## src/rtl/ecc_pkg.sv

```systemverilog
package ecc_pkg;

   typedef enum logic [1:0] {
      ERR_NONE   = 2'd0,
      ERR_CORR   = 2'd1,
      ERR_UNCORR = 2'd2
   } err_kind_e;

   // weight of a small integer value
   function automatic int bit_weight(input int value, input int nbits);
      int w;
      w = 0;
      for (int b = 0; b < nbits; b++) w += (value >> b) & 1;
      return w;
   endfunction

   // column of data bit idx: idx-th ascending value of odd weight >= 3
   function automatic int hsiao_col(input int idx, input int chk_w);
      int n;
      n = 0;
      for (int v = 0; v < (1 << chk_w); v++) begin
         if ((bit_weight(v, chk_w) % 2 == 1) && (bit_weight(v, chk_w) >= 3)) begin
            if (n == idx) return v;
            n++;
         end
      end
      return 0;
   endfunction

   // how many data columns a given check width can supply
   function automatic int odd_col_count(input int chk_w);
      int n;
      n = 0;
      for (int v = 0; v < (1 << chk_w); v++)
         if ((bit_weight(v, chk_w) % 2 == 1) && (bit_weight(v, chk_w) >= 3)) n++;
      return n;
   endfunction

endpackage

```

## src/rtl/ecc_secded_enc.sv

```systemverilog
module ecc_secded_enc #(
   parameter int DATA_W = 64,
   parameter int CHK_W  = 8
) (
   input  logic [DATA_W-1:0] data_i,
   output logic [CHK_W-1:0]  chk_o
);

   // data bits that feed check bit j
   function automatic logic [DATA_W-1:0] row_mask(input int j);
      logic [DATA_W-1:0] m;
      m = '0;
      for (int i = 0; i < DATA_W; i++)
         m[i] = ((ecc_pkg::hsiao_col(i, CHK_W) >> j) & 1) != 0;
      return m;
   endfunction

   if (CHK_W < 4 || CHK_W > 12) begin : g_bad_chk
      $error("ecc_secded_enc: CHK_W out of supported range");
   end
   if (DATA_W > ecc_pkg::odd_col_count(CHK_W)) begin : g_bad_data
      $error("ecc_secded_enc: DATA_W exceeds available odd-weight columns");
   end

   for (genvar j = 0; j < CHK_W; j++) begin : g_row
      localparam logic [DATA_W-1:0] MASK = row_mask(j);
      assign chk_o[j] = ^(data_i & MASK);
   end

endmodule

```

## src/rtl/ecc_secded_dec.sv

```systemverilog
module ecc_secded_dec #(
   parameter int DATA_W = 64,
   parameter int CHK_W  = 8
) (
   input  logic [DATA_W+CHK_W-1:0] code_i,
   output logic [DATA_W-1:0]       data_o,
   output logic [CHK_W-1:0]        syn_o,
   output ecc_pkg::err_kind_e      kind_o
);

   localparam int CW = DATA_W + CHK_W;

   logic [DATA_W-1:0] data_in;
   logic [CHK_W-1:0]  chk_in;
   logic [CHK_W-1:0]  chk_calc;
   logic [CHK_W-1:0]  syn;
   logic [DATA_W-1:0] hit;
   logic              chk_only;

   assign data_in = code_i[DATA_W-1:0];
   assign chk_in  = code_i[CW-1:DATA_W];

   ecc_secded_enc #(.DATA_W(DATA_W), .CHK_W(CHK_W)) u_recalc (
      .data_i (data_in),
      .chk_o  (chk_calc)
   );

   assign syn   = chk_calc ^ chk_in;
   assign syn_o = syn;

   for (genvar i = 0; i < DATA_W; i++) begin : g_col
      localparam logic [CHK_W-1:0] COL = CHK_W'(ecc_pkg::hsiao_col(i, CHK_W));
      assign hit[i] = (syn == COL);
   end

   assign chk_only = ($countones(syn) == 1);

   always_comb begin
      data_o = data_in ^ hit;
      if (syn == '0)               kind_o = ecc_pkg::ERR_NONE;
      else if (|hit || chk_only)   kind_o = ecc_pkg::ERR_CORR;
      else                         kind_o = ecc_pkg::ERR_UNCORR;
   end

   always_comb begin
      AST_ZERO_SYN_PASS: assert (syn != '0 || data_o == data_in) else $error("zero syndrome altered data");
      AST_CHK_ERR_KEEPS_DATA: assert (!chk_only || data_o == data_in) else $error("check-bit error altered data");
      AST_ONE_FLIP_MAX: assert ($countones(data_o ^ data_in) <= 1) else $error("more than one bit corrected");
      AST_UNCORR_NO_FIX: assert (kind_o != ecc_pkg::ERR_UNCORR || data_o == data_in) else $error("uncorrectable data modified");
   end

endmodule

```

## src/rtl/ecc_err_log.sv

```systemverilog
module ecc_err_log #(
   parameter int ADDR_W = 32,
   parameter int CHK_W  = 8,
   parameter int CNT_W  = 8
) (
   input  logic               clk,
   input  logic               rst_n,
   input  logic               ev_valid_i,
   input  ecc_pkg::err_kind_e kind_i,
   input  logic [CHK_W-1:0]   syn_i,
   input  logic [ADDR_W-1:0]  addr_i,
   input  logic               irq_en_i,
   input  logic               clr_i,
   output logic [CNT_W-1:0]   cnt_o,
   output logic               ue_o,
   output logic               log_v_o,
   output logic               log_ue_o,
   output logic [CHK_W-1:0]   log_syn_o,
   output logic [ADDR_W-1:0]  log_addr_o,
   output logic               irq_o
);

   localparam logic [CNT_W-1:0] CNT_MAX = {CNT_W{1'b1}};

   if (CNT_W < 1 || ADDR_W < 1) begin : g_bad_w
      $error("ecc_err_log: widths must be positive");
   end

   logic [CNT_W-1:0]  cnt_q;
   logic              ue_q;
   logic              log_v_q;
   logic              log_ue_q;
   logic [CHK_W-1:0]  log_syn_q;
   logic [ADDR_W-1:0] log_addr_q;
   logic              is_err;

   assign is_err = ev_valid_i && (kind_i != ecc_pkg::ERR_NONE);

   always_ff @(posedge clk or negedge rst_n) begin
      if (!rst_n) begin
         cnt_q      <= '0;
         ue_q       <= 1'b0;
         log_v_q    <= 1'b0;
         log_ue_q   <= 1'b0;
         log_syn_q  <= '0;
         log_addr_q <= '0;
      end else if (clr_i) begin
         cnt_q      <= '0;
         ue_q       <= 1'b0;
         log_v_q    <= 1'b0;
         log_ue_q   <= 1'b0;
         log_syn_q  <= '0;
         log_addr_q <= '0;
      end else if (is_err) begin
         if (kind_i == ecc_pkg::ERR_CORR && cnt_q != CNT_MAX) cnt_q <= cnt_q + 1'b1;
         if (kind_i == ecc_pkg::ERR_UNCORR) ue_q <= 1'b1;
         if (!log_v_q) begin
            log_v_q    <= 1'b1;
            log_ue_q   <= (kind_i == ecc_pkg::ERR_UNCORR);
            log_syn_q  <= syn_i;
            log_addr_q <= addr_i;
         end
      end
   end

   assign cnt_o      = cnt_q;
   assign ue_o       = ue_q;
   assign log_v_o    = log_v_q;
   assign log_ue_o   = log_ue_q;
   assign log_syn_o  = log_syn_q;
   assign log_addr_o = log_addr_q;
   assign irq_o      = ue_q && irq_en_i;

   AST_CNT_STEP: assert property (@(posedge clk) disable iff (!rst_n)
      (ev_valid_i && kind_i == ecc_pkg::ERR_CORR && !clr_i && cnt_q != CNT_MAX) |=> cnt_q == $past(cnt_q) + 1'b1) else $error("count did not step");
   AST_CNT_SATURATE: assert property (@(posedge clk) disable iff (!rst_n)
      (ev_valid_i && kind_i == ecc_pkg::ERR_CORR && !clr_i && cnt_q == CNT_MAX) |=> cnt_q == CNT_MAX) else $error("count wrapped");
   AST_UE_STICKY: assert property (@(posedge clk) disable iff (!rst_n)
      (ue_q && !clr_i) |=> ue_q) else $error("uncorrectable flag dropped");
   AST_UE_SET: assert property (@(posedge clk) disable iff (!rst_n)
      (ev_valid_i && kind_i == ecc_pkg::ERR_UNCORR && !clr_i) |=> ue_q) else $error("uncorrectable flag not set");
   AST_LOG_HOLD: assert property (@(posedge clk) disable iff (!rst_n)
      (log_v_q && !clr_i) |=> (log_v_q && $stable(log_syn_q) && $stable(log_addr_q) && $stable(log_ue_q))) else $error("log overwritten");
   AST_IRQ_FOLLOWS: assert property (@(posedge clk) disable iff (!rst_n)
      (ev_valid_i && kind_i == ecc_pkg::ERR_UNCORR && !clr_i && irq_en_i) |=> irq_o) else $error("interrupt missing");
   AST_CLEAR_ALL: assert property (@(posedge clk) disable iff (!rst_n)
      clr_i |=> (cnt_q == '0 && !ue_q && !log_v_q)) else $error("clear incomplete");
   AST_IDLE_HOLD: assert property (@(posedge clk) disable iff (!rst_n)
      (!ev_valid_i && !clr_i) |=> ($stable(cnt_q) && $stable(ue_q) && $stable(log_v_q))) else $error("idle read changed state");

endmodule

```

## src/rtl/ecc_sideband_path.sv

```systemverilog
module ecc_sideband_path #(
   parameter int DATA_W = 64,
   parameter int CHK_W  = 8,
   parameter int ADDR_W = 32,
   parameter int CNT_W  = 8
) (
   input  logic                    clk,
   input  logic                    rst_n,
   input  logic [DATA_W-1:0]       wr_data,
   output logic [DATA_W+CHK_W-1:0] wr_code,
   input  logic                    rd_valid,
   input  logic [ADDR_W-1:0]       rd_addr,
   input  logic [DATA_W+CHK_W-1:0] rd_code,
   output logic [DATA_W-1:0]       rd_data,
   output logic                    rd_corr,
   output logic                    rd_uncorr,
   input  logic                    irq_en,
   input  logic                    log_clear,
   output logic [CNT_W-1:0]        ce_count,
   output logic                    ue_flag,
   output logic                    log_valid,
   output logic                    log_is_ue,
   output logic [CHK_W-1:0]        log_syndrome,
   output logic [ADDR_W-1:0]       log_addr,
   output logic                    irq
);

   logic [CHK_W-1:0]   wr_chk;
   logic [CHK_W-1:0]   rd_syn;
   ecc_pkg::err_kind_e rd_kind;

   ecc_secded_enc #(.DATA_W(DATA_W), .CHK_W(CHK_W)) u_wr_enc (
      .data_i (wr_data),
      .chk_o  (wr_chk)
   );

   assign wr_code = {wr_chk, wr_data};

   ecc_secded_dec #(.DATA_W(DATA_W), .CHK_W(CHK_W)) u_rd_dec (
      .code_i (rd_code),
      .data_o (rd_data),
      .syn_o  (rd_syn),
      .kind_o (rd_kind)
   );

   assign rd_corr   = (rd_kind == ecc_pkg::ERR_CORR);
   assign rd_uncorr = (rd_kind == ecc_pkg::ERR_UNCORR);

   always_comb begin
      AST_FLAGS_EXCLUSIVE: assert (!(rd_corr && rd_uncorr)) else $error("both read flags high");
   end

   ecc_err_log #(.ADDR_W(ADDR_W), .CHK_W(CHK_W), .CNT_W(CNT_W)) u_log (
      .clk        (clk),
      .rst_n      (rst_n),
      .ev_valid_i (rd_valid),
      .kind_i     (rd_kind),
      .syn_i      (rd_syn),
      .addr_i     (rd_addr),
      .irq_en_i   (irq_en),
      .clr_i      (log_clear),
      .cnt_o      (ce_count),
      .ue_o       (ue_flag),
      .log_v_o    (log_valid),
      .log_ue_o   (log_is_ue),
      .log_syn_o  (log_syndrome),
      .log_addr_o (log_addr),
      .irq_o      (irq)
   );

endmodule

```

## config.mk

```make
export PLATFORM = sky130hd
export DESIGN_NAME = ecc_sideband_path
export DESIGN_NICKNAME = d
export VERILOG_FILES = /design/src/rtl/ecc_pkg.sv /design/src/rtl/ecc_secded_enc.sv /design/src/rtl/ecc_secded_dec.sv /design/src/rtl/ecc_err_log.sv /design/src/rtl/ecc_sideband_path.sv
export SDC_FILE = /design/constraint.sdc
export NUM_CORES = 1
export LEC_CHECK = 0
export ABC_AREA = 1
export BUFFER_PORTS_ARGS = -buffer_cell sky130_fd_sc_hd__buf_4
export CAP_MARGIN = 0
export CORE_ASPECT_RATIO = 0.5
export CORE_MARGIN = 2
export CORE_UTILIZATION = 30
export CTS_CLUSTER_SIZE = 28
export DETAILED_ROUTE_END_ITERATION = 8
export HOLD_SLACK_MARGIN = 0.08
export REMOVE_ABC_BUFFERS = 1
export SYNTH_ARGS = -nofsm -noshare
export SYNTH_HDL_FRONTEND = slang
export SYNTH_HIERARCHICAL = 1
export SYNTH_SLANG_ARGS = --single-unit
export TNS_END_PERCENT = 10
```

## constraint.sdc

```tcl
create_clock -name clk -period 6.35 [get_ports clk]
set_input_delay 0.635 -clock clk [delete_from_list [all_inputs] [get_ports clk]]
set_output_delay 0.635 -clock clk [all_outputs]
set_load 0.005 [all_outputs]
```

==> metrics <==
outcome=complete, no violations; post-synth top area cell=nand2_1; Worst-Skew Late Latency=slightly below 0.3 ns; vias in the first global route=roughly 11,000; warnings from Yosys=6; Final Max Slew Viols=0; Antenna Nets Post-Route=0; Root Buffer=clkbuf_16; Hold Slack=0.369 ns; CTS H-Tree Depth=2; starting density of the core=0.306; worst hold path type=in -> async; largest stage delay on the critical path=around 0.52 ns; final setup margin=roughly 0.37 ns; CTS Sinks=51; Top delay family on crit path=adder cells; Mapped Cells=slightly below 2,000; hold buffer count at cts=0; largest net degree at the start of global routing=52; Finish-stage setup viols=0; gpl congestion=about 0.93; most used cell along the critical path=nand2_1; normalized max-slew margin=0.296; Netlist cell types=36; Area Growth Syn to Fin=27.2%; RSZ-0062 raised after global routing=yes; row cnt=48; FF-to-FF path depth=6; fin crit share=0.941; IO Count=363; CP Max Fanout=8; CTS Buf Count=5; FFs w/ async S/R, synth=1.00; TNS Setup=0 ns; initial detailed-routing violation count=750; area share of the largest cell type after synthesis=0.388; DRT Pass-1 Iters=5; GRT Total Usage=0.194; Final Net Count=between 2,000 and 2,500; Critical path buffers and inverters=7; DIE HEIGHT=137 um; met2 WL=roughly 19 mm; pin slew with the least headroom to its limit=between 1 and 1.5 ns; vias per cell=4.45; CP Class=in -> out; DP Worst Slack=between 0.02 and 0.03 ns; Detailed Place HPWL=around 32 mm; CP Data Required Time=between 5 and 6 ns; synth cell count leaders=1,096 x nand2_1, 200 x inv_1, 158 x nand3_1; Worst-path clk slew=around 0.07 ns; CP endpoint kind=output port; DR DRC count=0; GRT overflow=0; Synth Cell Area=10,600 sq um; CTS tree=built; Max Used Layer=met4; syn_area_per_cell=around 5.3 sq um; core area=approximately 35,000 sq um; fmax=roughly 170 MHz; placed cell areas=~13,000 sq um; share of post-route cells with drive strength above 1=0.210; Post-Layout Inst Area=around 13,000 sq um; antenna violations before repair=0; Reg-to-Reg Start=u_log/cnt_o[1]; Final min period=5.98 ns; Routed WL per cell=13.6 um; ANT cells=0; DRT met1 WL=16.2 mm; Worst path slowest cell=fa_1; port bufs=362; Post-synth top flop=dfrtp_1; clock skew=roughly 0.0051 ns; count leader, synth=nand2_1; first-pass GRT wire length=approximately 58 mm; Max Cap Viol=0; top post-synthesis cells by area=nand2_1 39%, dfrtp_1 12%, xnor2_1 11%; width of the die=around 270 um; Die ar.=about 37,000 sq um; metal3 WL=between 1 and 1.5 mm; Clock Tree Buf Depth=2; EDFF count, synth=0; #FFs+latches synth=51; register area share after synthesis=0.120; CP startpoint kind=input port; Leak=8.23 nW; R2R setup slack=between 4 and 5 ns; DRT Wirelength=between 30 and 40 mm; routed vias=12,200; reg2reg end=u_log/cnt_o[5]; Peak VDD IR=between 0.2 and 0.25 mV; worst path arrival time=5.34 ns; final hold violations=0; Pwr per Cell Area=225 nW/um^2
[repair_timing]
item	in CTS	in global routing
setup buffers	0	0
resized for setup	0	11
setup endpoints to repair	0	42
[flip-flops by register name (all words and copies together) (netlist names)]
signal and cells:
u_log/cnt_o 8, u_log/log_addr_o 32, u_log/log_syn_o 8, u_log/log_ue_o 1, u_log/log_v_o 1, u_log/ue_o 1
[final cells by class]
type / instances / area (sq um)
Multi-Input combinational cell: 1629 / 7880
Inverter: 218 / 823
Tap cell: 475 / 594
Timing Repair Buffer: 366 / 2760
Sequential cell: 51 / 1280
Clock buffer: 5 / 125
Clock inverter: 3 / 20.0
Fill cell: 3844 / 21200
[placed cells by master (no fill, tap or decap), types with 2 or more instances in the layout]
| master | netlist | layout |
|---|---|---|
| nor3_4 | 1 | 2 |
| nand4_1 | 14 | 14 |
| nand2_4 | 8 | 8 |
| clkinvlp_4 | 0 | 2 |
| nor2_2 | 13 | 15 |
| or2_1 | 4 | 4 |
| o21ai_0 | 8 | 7 |
| xnor2_2 | 2 | 4 |
| nand3_1 | 158 | 158 |
| nand3b_1 | 9 | 9 |
| dfrtp_1 | 51 | 51 |
| inv_2 | 17 | 17 |
| xor2_1 | 54 | 54 |
| nand2_1 | 1096 | 1095 |
| nor2_4 | 9 | 10 |
| buf_4 | 74 | 365 |
| nand2b_1 | 4 | 4 |
| ha_1 | 8 | 8 |
| nand3_2 | 2 | 2 |
| a21oi_1 | 3 | 3 |
| nor2_1 | 50 | 47 |
| fa_1 | 4 | 4 |
| inv_4 | 1 | 2 |
| inv_1 | 200 | 199 |
| nand2_2 | 42 | 43 |
| xnor2_1 | 133 | 131 |
| clkbuf_16 | 0 | 5 |
[worst max-delay path by stage]
stage	startpoint	end	slack, ns	cells after the start
after floorplan	rd_code[50]	u_log/log_ue_o	0.80	29
after global placement	rd_code[56]	u_log/log_addr_o[0]	0.18	35
after detailed placement	rd_code[56]	u_log/log_addr_o[15]	0.03	35
after CTS	rd_code[56]	rd_uncorr	0.19	32
after global routing	rd_code[56]	rd_corr	-0.03	33
final	rd_code[40]	rd_corr	0.37	31
[power by group]
part	internal, mW	leakage [nW]	switching, mW
combinational	0.916	7.47	1.42
clock	0.145	0.0658	0.122
sequential	0.392	0.692	0.0377
total	1.45	8.23	1.58
[per-stage QoR]
step           instances  total power, mW   util
6_report            2747             3.04  0.389
5_1_grt             2747             3.37  0.389
4_1_cts             2747             3.00  0.388
3_5_place_dp        2739             2.72  0.384
3_3_place_gp        2739             2.69  0.384
2_1_floorplan       1898             1.87      -
[cells by family after synthesis]
kind of cell,share of synthesized area
AO/OA/AOI/OAI,0.00767
XOR/XNOR,0.158
adder cells (fa/ha/maj),0.0170
buffers and inverters,0.140
flip-flops,0.120
AND/OR/NAND/NOR,0.558
[worst reg2reg max path, delay by kind of cell, from the launching register on]
kind	cells	cell delay, ns
AO/OA/AOI/OAI	1	0.44
adder cells (fa/ha/maj)	1	0.22
flip-flops	1	0.42
AND/OR/NAND/NOR	4	0.47
[layer usage]
layer / GRT usage / vias to the layer above
li1: - / 6479
met1: 0.238 / 5465
met2: 0.367 / 239
met3: 0.0151 / 52
met4: 0.0497 / 0
met5: 0 / -
Note: power is estimated with default switching activity, not from simulation.
